[config.mk]
export PLATFORM = sky130hd
export DESIGN_NAME = ext_bus_ctrl
export DESIGN_NICKNAME = d
export VERILOG_FILES = /design/src/rtl/ebc_pkg.sv /design/src/rtl/ebc_sync.sv /design/src/rtl/ebc_clkdiv.sv /design/src/rtl/ebc_seq.sv /design/src/rtl/ext_bus_ctrl.sv
export SDC_FILE = /design/constraint.sdc
export NUM_CORES = 1
export LEC_CHECK = 0
export BUFFER_PORTS_ARGS = -buffer_cell sky130_fd_sc_hd__buf_2
export CAP_MARGIN = 20
export CORE_MARGIN = 3
export CORE_UTILIZATION = 30
export CTS_CLUSTER_SIZE = 40
export DETAILED_ROUTE_END_ITERATION = 12
export PLACE_DENSITY_LB_ADDON = 0.12
export SLEW_MARGIN = 20
export SYNTH_ARGS = -nofsm -noshare
export SYNTH_HDL_FRONTEND = slang
export SYNTH_SLANG_ARGS = --single-unit
[constraint.sdc]
create_clock -name clk_i -period 2.8 [get_ports clk_i]
set_input_delay 0.56 -clock clk_i [delete_from_list [all_inputs] [get_ports clk_i]]
set_output_delay 0.56 -clock clk_i [all_outputs]
set_load 0.1 [all_outputs]
[src/rtl/ebc_pkg.sv]
package ebc_pkg;
  typedef enum logic [1:0] {
    ST_IDLE = 2'd0,
    ST_ACC  = 2'd1,
    ST_DONE = 2'd2,
    ST_HOLD = 2'd3
  } ebc_state_t;

  // keep addressed byte lane, zero the other; halfword passes through
  function automatic logic [15:0] ebc_lane(input logic is_byte, input logic a0,
                                           input logic [15:0] d);
    if (!is_byte) return d;
    return a0 ? {d[15:8], 8'h00} : {8'h00, d[7:0]};
  endfunction
endpackage

[src/rtl/ebc_sync.sv]
module ebc_sync #(
  parameter int unsigned W = 2
) (
  input  logic         clk_i,
  input  logic         rst_ni,
  input  logic [W-1:0] d_i,
  output logic [W-1:0] q_o
);
  logic [W-1:0] s1_q, s2_q;

  // inputs are active low: reset to the inactive level
  always_ff @(posedge clk_i or negedge rst_ni) begin
    if (!rst_ni) begin
      s1_q <= '1;
      s2_q <= '1;
    end else begin
      s1_q <= d_i;
      s2_q <= s1_q;
    end
  end

  assign q_o = s2_q;
endmodule

[src/rtl/ebc_clkdiv.sv]
module ebc_clkdiv #(
  parameter int unsigned DIV_SLOW = 8,
  parameter int unsigned DIV_FAST = 4
) (
  input  logic clk_i,
  input  logic rst_ni,
  input  logic sel_fast_i,
  output logic div_clk_o
);
  localparam int unsigned CW = $clog2(DIV_SLOW);
  localparam int unsigned FB = $clog2(DIV_FAST) - 1;

  logic [CW-1:0] cnt_q;

  always_ff @(posedge clk_i or negedge rst_ni) begin
    if (!rst_ni) cnt_q <= '0;
    else         cnt_q <= cnt_q + 1'b1;
  end

  // ratios are powers of two: a counter bit is the divided clock
  assign div_clk_o = sel_fast_i ? cnt_q[FB] : cnt_q[CW-1];
endmodule

[src/rtl/ebc_seq.sv]
module ebc_seq
  import ebc_pkg::*;
#(
  parameter int unsigned AW       = 24,
  parameter int unsigned BASE_CYC = 2
) (
  input  logic          clk_i,
  input  logic          rst_ni,
  input  logic          req_valid_i,
  input  logic          req_write_i,
  input  logic          req_byte_i,
  input  logic          req_internal_i,
  input  logic [AW-1:0] req_addr_i,
  input  logic [15:0]   req_wdata_i,
  input  logic          wait_act_i,
  input  logic          hold_act_i,
  input  logic [15:0]   data_i,
  output logic          ready_o,
  output logic [15:0]   rdata_o,
  output logic [AW-1:0] addr_o,
  output logic [15:0]   wdata_o,
  output logic          rd_no,
  output logic          wr_act_o,
  output logic          bhw_no,
  output logic          blw_no,
  output logic          in_hold_o
);
  localparam int unsigned CW = $clog2(BASE_CYC + 1);
  localparam logic [CW-1:0] LAST = CW'(BASE_CYC - 1);

  ebc_state_t    st_q;
  logic [CW-1:0] cnt_q;
  logic          wr_q, byte_q;
  logic [AW-1:0] addr_q;
  logic [15:0]   wdata_q, rdata_q;

  always_ff @(posedge clk_i or negedge rst_ni) begin
    if (!rst_ni) begin
      st_q    <= ST_IDLE;
      cnt_q   <= '0;
      wr_q    <= 1'b0;
      byte_q  <= 1'b0;
      addr_q  <= '0;
      wdata_q <= '0;
      rdata_q <= '0;
    end else begin
      unique case (st_q)
        ST_IDLE: begin
          if (hold_act_i) begin
            st_q <= ST_HOLD;        // grant only at a cycle boundary
          end else if (req_valid_i) begin
            wr_q    <= req_write_i;
            byte_q  <= req_byte_i;
            addr_q  <= req_addr_i;
            wdata_q <= req_wdata_i;
            cnt_q   <= '0;
            if (req_internal_i) begin
              rdata_q <= '0;
              st_q    <= ST_DONE;
            end else begin
              st_q <= ST_ACC;
            end
          end
        end
        ST_ACC: begin
          if (cnt_q >= LAST && !wait_act_i) begin
            if (!wr_q) rdata_q <= ebc_lane(byte_q, addr_q[0], data_i);
            st_q <= ST_DONE;
          end else if (cnt_q < LAST) begin
            cnt_q <= cnt_q + 1'b1;
          end
        end
        ST_DONE: st_q <= ST_IDLE;
        ST_HOLD: if (!hold_act_i) st_q <= ST_IDLE;
        default: st_q <= ST_IDLE;
      endcase
    end
  end

  logic in_acc;
  assign in_acc    = (st_q == ST_ACC);
  assign wr_act_o  = in_acc && wr_q;
  assign rd_no     = !(in_acc && !wr_q);
  assign bhw_no    = !(wr_act_o && (!byte_q || addr_q[0]));
  assign blw_no    = !(wr_act_o && (!byte_q || !addr_q[0]));
  assign ready_o   = (st_q == ST_DONE);
  assign in_hold_o = (st_q == ST_HOLD);
  assign rdata_o   = rdata_q;
  assign addr_o    = addr_q;
  assign wdata_o   = wdata_q;
endmodule

[src/rtl/ext_bus_ctrl.sv]
module ext_bus_ctrl #(
  parameter int unsigned AW       = 24,
  parameter int unsigned BASE_CYC = 2,
  parameter int unsigned DIV_SLOW = 8,
  parameter int unsigned DIV_FAST = 4
) (
  input  logic          clk_i,
  input  logic          rst_ni,
  input  logic          bus_mode_i,
  input  logic          clk_sel_i,
  input  logic          req_valid_i,
  output logic          req_ready_o,
  input  logic          req_write_i,
  input  logic          req_byte_i,
  input  logic          req_internal_i,
  input  logic [AW-1:0] req_addr_i,
  input  logic [15:0]   req_wdata_i,
  output logic [15:0]   rsp_rdata_o,
  output logic [AW-1:0] ext_addr_o,
  output logic [15:0]   ext_data_o,
  input  logic [15:0]   ext_data_i,
  output logic          ext_data_oe_o,
  output logic          ext_pins_oe_o,
  output logic          ext_rd_no,
  output logic          ext_bhw_no,
  output logic          ext_blw_no,
  output logic          ext_clkwr_o,
  input  logic          ext_wait_ni,
  input  logic          ext_hreq_ni
  ,output logic         ext_hack_no
);
  logic [1:0] sync_q;
  logic       div_clk, wr_act, in_hold;

  ebc_sync #(.W(2)) u_sync (
    .clk_i  (clk_i),
    .rst_ni (rst_ni),
    .d_i    ({ext_hreq_ni, ext_wait_ni}),
    .q_o    (sync_q)
  );

  ebc_clkdiv #(.DIV_SLOW(DIV_SLOW), .DIV_FAST(DIV_FAST)) u_div (
    .clk_i      (clk_i),
    .rst_ni     (rst_ni),
    .sel_fast_i (clk_sel_i),
    .div_clk_o  (div_clk)
  );

  ebc_seq #(.AW(AW), .BASE_CYC(BASE_CYC)) u_seq (
    .clk_i          (clk_i),
    .rst_ni         (rst_ni),
    .req_valid_i    (req_valid_i),
    .req_write_i    (req_write_i),
    .req_byte_i     (req_byte_i),
    .req_internal_i (req_internal_i),
    .req_addr_i     (req_addr_i),
    .req_wdata_i    (req_wdata_i),
    .wait_act_i     (!sync_q[0]),
    .hold_act_i     (!sync_q[1]),
    .data_i         (ext_data_i),
    .ready_o        (req_ready_o),
    .rdata_o        (rsp_rdata_o),
    .addr_o         (ext_addr_o),
    .wdata_o        (ext_data_o),
    .rd_no          (ext_rd_no),
    .wr_act_o       (wr_act),
    .bhw_no         (ext_bhw_no),
    .blw_no         (ext_blw_no),
    .in_hold_o      (in_hold)
  );

  assign ext_data_oe_o = wr_act;
  assign ext_pins_oe_o = !in_hold;
  assign ext_hack_no   = !in_hold;
  assign ext_clkwr_o   = bus_mode_i ? !wr_act : div_clk;
endmodule

==> qor.txt, run 1 <==
WP data required -> 2.24 ns
CTS clk-pin slew, worst paths -> 0.07 ns
Max Fclk -> 438.5 MHz
Die width -> 102.4 microns
Synth Register Bits -> 69
Setup crit end kind -> output port
Post-DP HPWL -> 4630 microns
Core area -> 8848 sq um
Slew at the pin closest to its max-slew limit -> 0.7559 ns
Filler cell count -> 865
Endpoints failing setup -> 0
Cts bufs inserted -> 9
Total global-route track usage -> 12.57%
Worst path max stage delay -> 0.43 ns
Final nets -> 388
Met2 layer usage reported by global route -> 18.84%
1st-iter DRT viols -> 35
Initial Util -> 31.48%
Largest net degree at the start of global routing -> 38
Avg Cell Area, Syn -> 14.97 sq um
Chip height -> 102.4 microns
Max Buffers Root-to-Sink -> 2
Top Family by Delay on Critical Path -> buffers and inverters
Worst-Skew Late Latency -> 0.34 ns
Register Area -> 1732 sq um
GR peak layer -> met2
Max cap viols -> 0
Syn Nets -> 254
Multi-input logic area -> 983.4 sq um
R2R Path Start -> u_seq.cnt_q[0]
CP Launch Type -> flop
Top-Level Pins -> 130
Hold Crit Class -> primary input to asynchronous set/reset pin
Rows -> 34
First-pass GRT wire length -> 10050 microns
CP bufs+invs -> 1
Remaining global-route overflow -> 0
Seq/Total Area, Yosys -> 62.17%
CTS sink cnt -> 69
RSZ-0062 raised after global routing -> false
Setup TNS -> 0 ns
Routability cong. -> 0.6787
Area Overhead vs Synth -> 35.62%
Most frequent cells in the layout -> 128 x buf_2, 65 x dfrtp_1, 58 x mux2_2
Final ANT Viol Nets -> 0
Via count -> 1978
Maximum level of the CTS H-tree -> 3
Min cycle time layout -> 2.281 ns
Wire per inst -> 14.39 microns
Layout cells sized above 1 -> 65.54%
Synthesized area -> 2785 sq um
Rel. slew slack -> 49.61%
Vias in the first global route -> 2032
Post_cts resized -> 0
CTS tree -> yes
Commonest non-fill, non-tap cell in the layout -> buf_2
WP data arrival -> 1.72 ns
Final Max Tran Viols -> 0
Final hold vios -> 0
Met3 Use GR -> 5.734%
Syn Inst Count -> 186
WL final -> 6232 microns
Crit Path Class -> flop to output port
Slowest-stage cell, CP -> buf_2
Setup Fix Bufs, Post-CTS -> 0
Distinct cells, synth -> 25
Clock Tree Root -> clkbuf_8
Tcrit/Tclk final -> 81.45%
Antenna violations before repair -> 0
Avg Vias per Cell -> 4.568
GR Layer Usage met1 -> 15.91%
Outcome -> finished, final reports clean
Critical Path Source -> u_seq.st_q[0]
Clock Skews -> 0.009109 ns
CP Max Fanout -> 7
Syn. warnings -> 0
Critical-path cell list -> nor2b_1 -> and2_2 -> a21oi_2 -> buf_2
Port bufs -> 129
Hold-fix buffers, CTS -> 0
Die area -> 10480 sq um
Antenna diodes -> 0
TritonRoute pass-1 iters -> 6
DRC viols -> 0
==> per-layer routing <==
layer  share of wire [%]  vias up
li1                    -      919
met1                  44      947
met3                  10       10
met4                 1.5        0
met2                  45      102
met5                   0        -
==> through the flow <==
step / hold WS [ns] / worst slack, ns / cell area, sq um / util, % / std cells
after global placement: 0.3470 / 0.8187 / 3581 / 40.47 / 417
after global routing: 0.2861 / 0.4105 / 3777 / 42.69 / 433
after floorplan: 0.2644 / 0.1665 / 2795 / - / 186
final: 0.2829 / 0.5194 / 3777 / 42.69 / 433
after detailed placement: 0.3484 / 0.8053 / 3581 / 40.47 / 417
after CTS: 0.2984 / 0.4856 / 3777 / 42.69 / 433
==> Yosys cell counts (all sizes together) <==
cell type / instances / share of area, %
clkbuf: 2 / 0.27
and2: 1 / 0.22
dfstp: 4 / 3.8
a32o: 1 / 0.36
xor2: 1 / 0.31
a21oi: 4 / 0.72
or3b: 1 / 0.40
mux2: 58 / 23
nor2b: 2 / 0.45
nand2: 4 / 0.54
a311oi: 1 / 0.31
o2bb2ai: 1 / 0.99
a211oi: 2 / 0.54
and4bb: 1 / 0.45
and3: 17 / 3.8
and2b: 1 / 0.27
a21o: 1 / 0.27
a21boi: 1 / 0.27
inv: 6 / 0.81
nand2b: 3 / 0.67
ha: 2 / 0.90
buf: 7 / 1.8
dfrtp: 65 / 58
==> registers in the layout (all words and copies together) (netlist names) <==
signal and cells:
u_seq.addr_o 24, u_seq.rdata_o 16, u_seq.st_q 2, u_div.cnt_q 3
u_seq.cnt_q 2, u_seq.byte_q 1, u_sync.q_o 2, u_seq.wr_q 1
u_seq.wdata_o 16, u_sync.s1_q 2
==> kinds of logic (layout without fill, tap and decap cells) <==
logic type | after synthesis | in the layout | share of synthesized area (%)
AO/OA/AOI/OAI | 11 | 11 | 3.459
XOR/XNOR | 1 | 1 | 0.3145
adder cells (fa/ha/maj) | 2 | 2 | 0.8983
buffers and inverters | 15 | 154 | 2.875
flip-flops | 69 | 69 | 62.17
multiplexers | 58 | 58 | 23.45
AND/OR/NAND/NOR | 30 | 30 | 6.828
==> cell type report <==
type | count | area share (%)
clock inverter | 1 | 0.7950
tap | 108 | 3.577
timing repair buffer | 132 | 18.75
sequential | 69 | 45.84
inverter | 6 | 0.5962
clock buffer | 15 | 4.405
multi-input combinational | 102 | 26.04
==> worst paths after layout <==
check / to / slack, ns / cells after the start
max in group asynchronous: u_sync.q_o[1] / 1.80 / 2
worst min-delay path: u_seq.wdata_o[6] / 0.28 / 1
min in group clk_i: u_sync.s1_q[0] / 0.32 / 1
worst min register to register: u_sync.q_o[0] / 0.36 / 0
worst max register to register: u_seq.rdata_o[15] / 0.98 / 5
worst max-delay path: ext_clkwr_o / 0.52 / 4
Power of run 1 is left out: the tool's default activity adds up to more than one toggle a clock period on the data nets, which glitch-free logic cannot reach.
==> run 2, diff against run 1 <==
- ABC_AREA: not set -> 1
- clock period: 2.8 -> 2.35 ns (I/O delays scaled with it)
==> run 2 against run 1 <==
Effect of this change: setup slack lost 0.31 ns; first-iteration DRC count grew to 2.7 times the previous value; design area grew 4.7%; critical endpoint unchanged.
==> qor.txt, run 2 <==
Avg Vias per Cell -> 4.094
Rows -> 35
Crit Path Class -> flop to output port
CTS tree -> yes
Initial Util -> 31.72%
Yosys top cell by area -> dfrtp_1
GR peak layer -> met2
Seq/Total Area, Yosys -> 57.71%
Synth Register Bits -> 69
Chip height -> 106.0 microns
Post-synth EDFFs -> 0
GR Layer Usage met1 -> 16.33%
WL final -> 6901 microns
Top-count cell post-synth -> nand2_1
Final hold vios -> 0
Rel. slew slack -> 41.08%
Yosys top cell area share -> 54.21%
Post-DP HPWL -> 4884 microns
Post_cts resized -> 0
Worst path depth -> 5
Top Family by Delay on Critical Path -> buffers and inverters
Hold path depth -> 1
Slew at the pin closest to its max-slew limit -> 0.8838 ns
Slowest-stage cell, CP -> buf_2
Via count -> 2473
Final Max Tran Viols -> 0
TritonRoute pass-1 iters -> 4
Critical-path cell list -> inv_1 -> nand2_1 -> o21ai_1 -> o31ai_4 -> buf_2
Vias in the first global route -> 2346
Placed cell count -> 588
Synthesized area -> 3000 sq um
Syn Inst Count -> 341
Main synth FF type -> dfrtp_1
Final ANT Viol Nets -> 0
Hold Crit Class -> primary input to flop
Synth cell count leaders -> 113 x nand2_1, 65 x dfrtp_1, 51 x inv_1
Synth top area cells -> dfrtp_1 54%, nand2_1 14%, inv_1 6.4%
CP bufs+invs -> 2
Max cap viols -> 0
WP data arrival -> 1.67 ns
Port bufs -> 129
Hold-fix buffers, CTS -> 0
Max Buffers Root-to-Sink -> 2
Syn Nets -> 409
Met2 layer usage reported by global route -> 18.85%
Wire per inst -> 11.43 microns
Cts bufs inserted -> 9
Clock Skews -> 0.006216 ns
Setup TNS -> 0 ns
Max FFs per register -> 24
Min cycle time layout -> 2.138 ns
CP Max Fanout -> 6
1st-iter DRT viols -> 93
Core area -> 9459 sq um
Total global-route track usage -> 12.41%
Area Overhead vs Synth -> 31.86%
Max Fclk -> 467.7 MHz
Final non-filler cell total -> 604
Largest net degree at the start of global routing -> 70
Most frequent cells in the layout -> 128 x buf_2, 112 x nand2_1, 65 x dfrtp_1
First-pass GRT wire length -> 11160 microns
CP Launch Type -> flop
Commonest non-fill, non-tap cell in the layout -> buf_2
Maximum level of the CTS H-tree -> 3
Tcrit/Tclk final -> 90.98%
Reg2Reg Depth -> 8
Async SR Flop Fraction -> 100.0%
Worst path max stage delay -> 0.45 ns
Setup Fix Bufs, Post-CTS -> 0
Setup crit end kind -> output port
WP data required -> 1.88 ns
Clock Tree Root -> clkbuf_8
Top-Level Pins -> 130
Layout cells sized above 1 -> 36.63%
Syn. warnings -> 0
Avg Cell Area, Syn -> 8.799 sq um
Remaining global-route overflow -> 0
Outcome -> finished, final reports clean
Die width -> 106.0 microns
CTS clk-pin slew, worst paths -> 0.08 ns
Final nets -> 538
DRC viols -> 0
Endpoints failing setup -> 0
Antenna diodes -> 0
CTS sink cnt -> 69
Die area -> 11240 sq um
Met3 Use GR -> 3.886%
Routability cong. -> 0.7469
RSZ-0062 raised after global routing -> false
Worst-Skew Late Latency -> 0.33 ns
Distinct cells, synth -> 24
Antenna violations before repair -> 1
-- run 2: layer usage --
metal | share of wire, % | vias up
met5 | 0.12 | -
met4 | 1.3 | 2
met3 | 7.8 | 10
met2 | 45 | 85
met1 | 46 | 1089
li1 | - | 1287
-- run 2: area by class of cell --
type,count,area (sq um)
inverter,52,195.2
clock buffer,11,151.4
timing repair buffer,132,670.6
fill,1009,5503
multi-input combinational,206,963.4
sequential,69,1732
clock inverter,5,82.58
tap,129,161.4
-- run 2: kinds of logic after synthesis --
family,count (synthesis),synth area share (%)
AOI/OAI and AO/OA,54,10.13
adders and majority gates,2,0.8339
and+or+nand+nor,149,19.93
DFF,69,57.71
xor gates and xnor gates,1,0.2920
buffers and inverters,66,11.09
-- run 2: path summary, 6_finish.rpt --
kind,from,to,slack (ns)
worst max-delay path,u_seq.st_q[1],ext_clkwr_o,0.21
worst min-delay path,ext_wait_ni,u_sync.s1_q[0],0.24
worst max register to register,u_seq.st_q[0],u_seq.rdata_o[10],0.78
worst min register to register,u_sync.s1_q[1],u_sync.q_o[1],0.36
max in group asynchronous,rst_ni,u_seq.addr_o[18],1.52
min in group asynchronous,rst_ni,u_seq.rdata_o[3],0.25
-- run 2: metrics by stage --
stage               worst slack [ns]  cell area (sq um)  utilization, %  hold WS, ns
floorplan                     0.1205               3028               -       0.1744
global placement              0.5388               3722           39.35       0.3464
detailed placement            0.4892               3722           39.35       0.3472
CTS                          0.09444               3956           41.83       0.2073
global route                 0.07564               3956           41.83       0.2132
finish                        0.2121               3956           41.83       0.2361
-- run 2: worst reg2reg max path: cells and delay by family (launching register included) --
family	cells	cell delay (ns)
buffers and inverters	2	0.30
flip-flops	1	0.46
AND/OR/NAND/NOR	6	0.75
Power of run 2 is left out for the same reason.
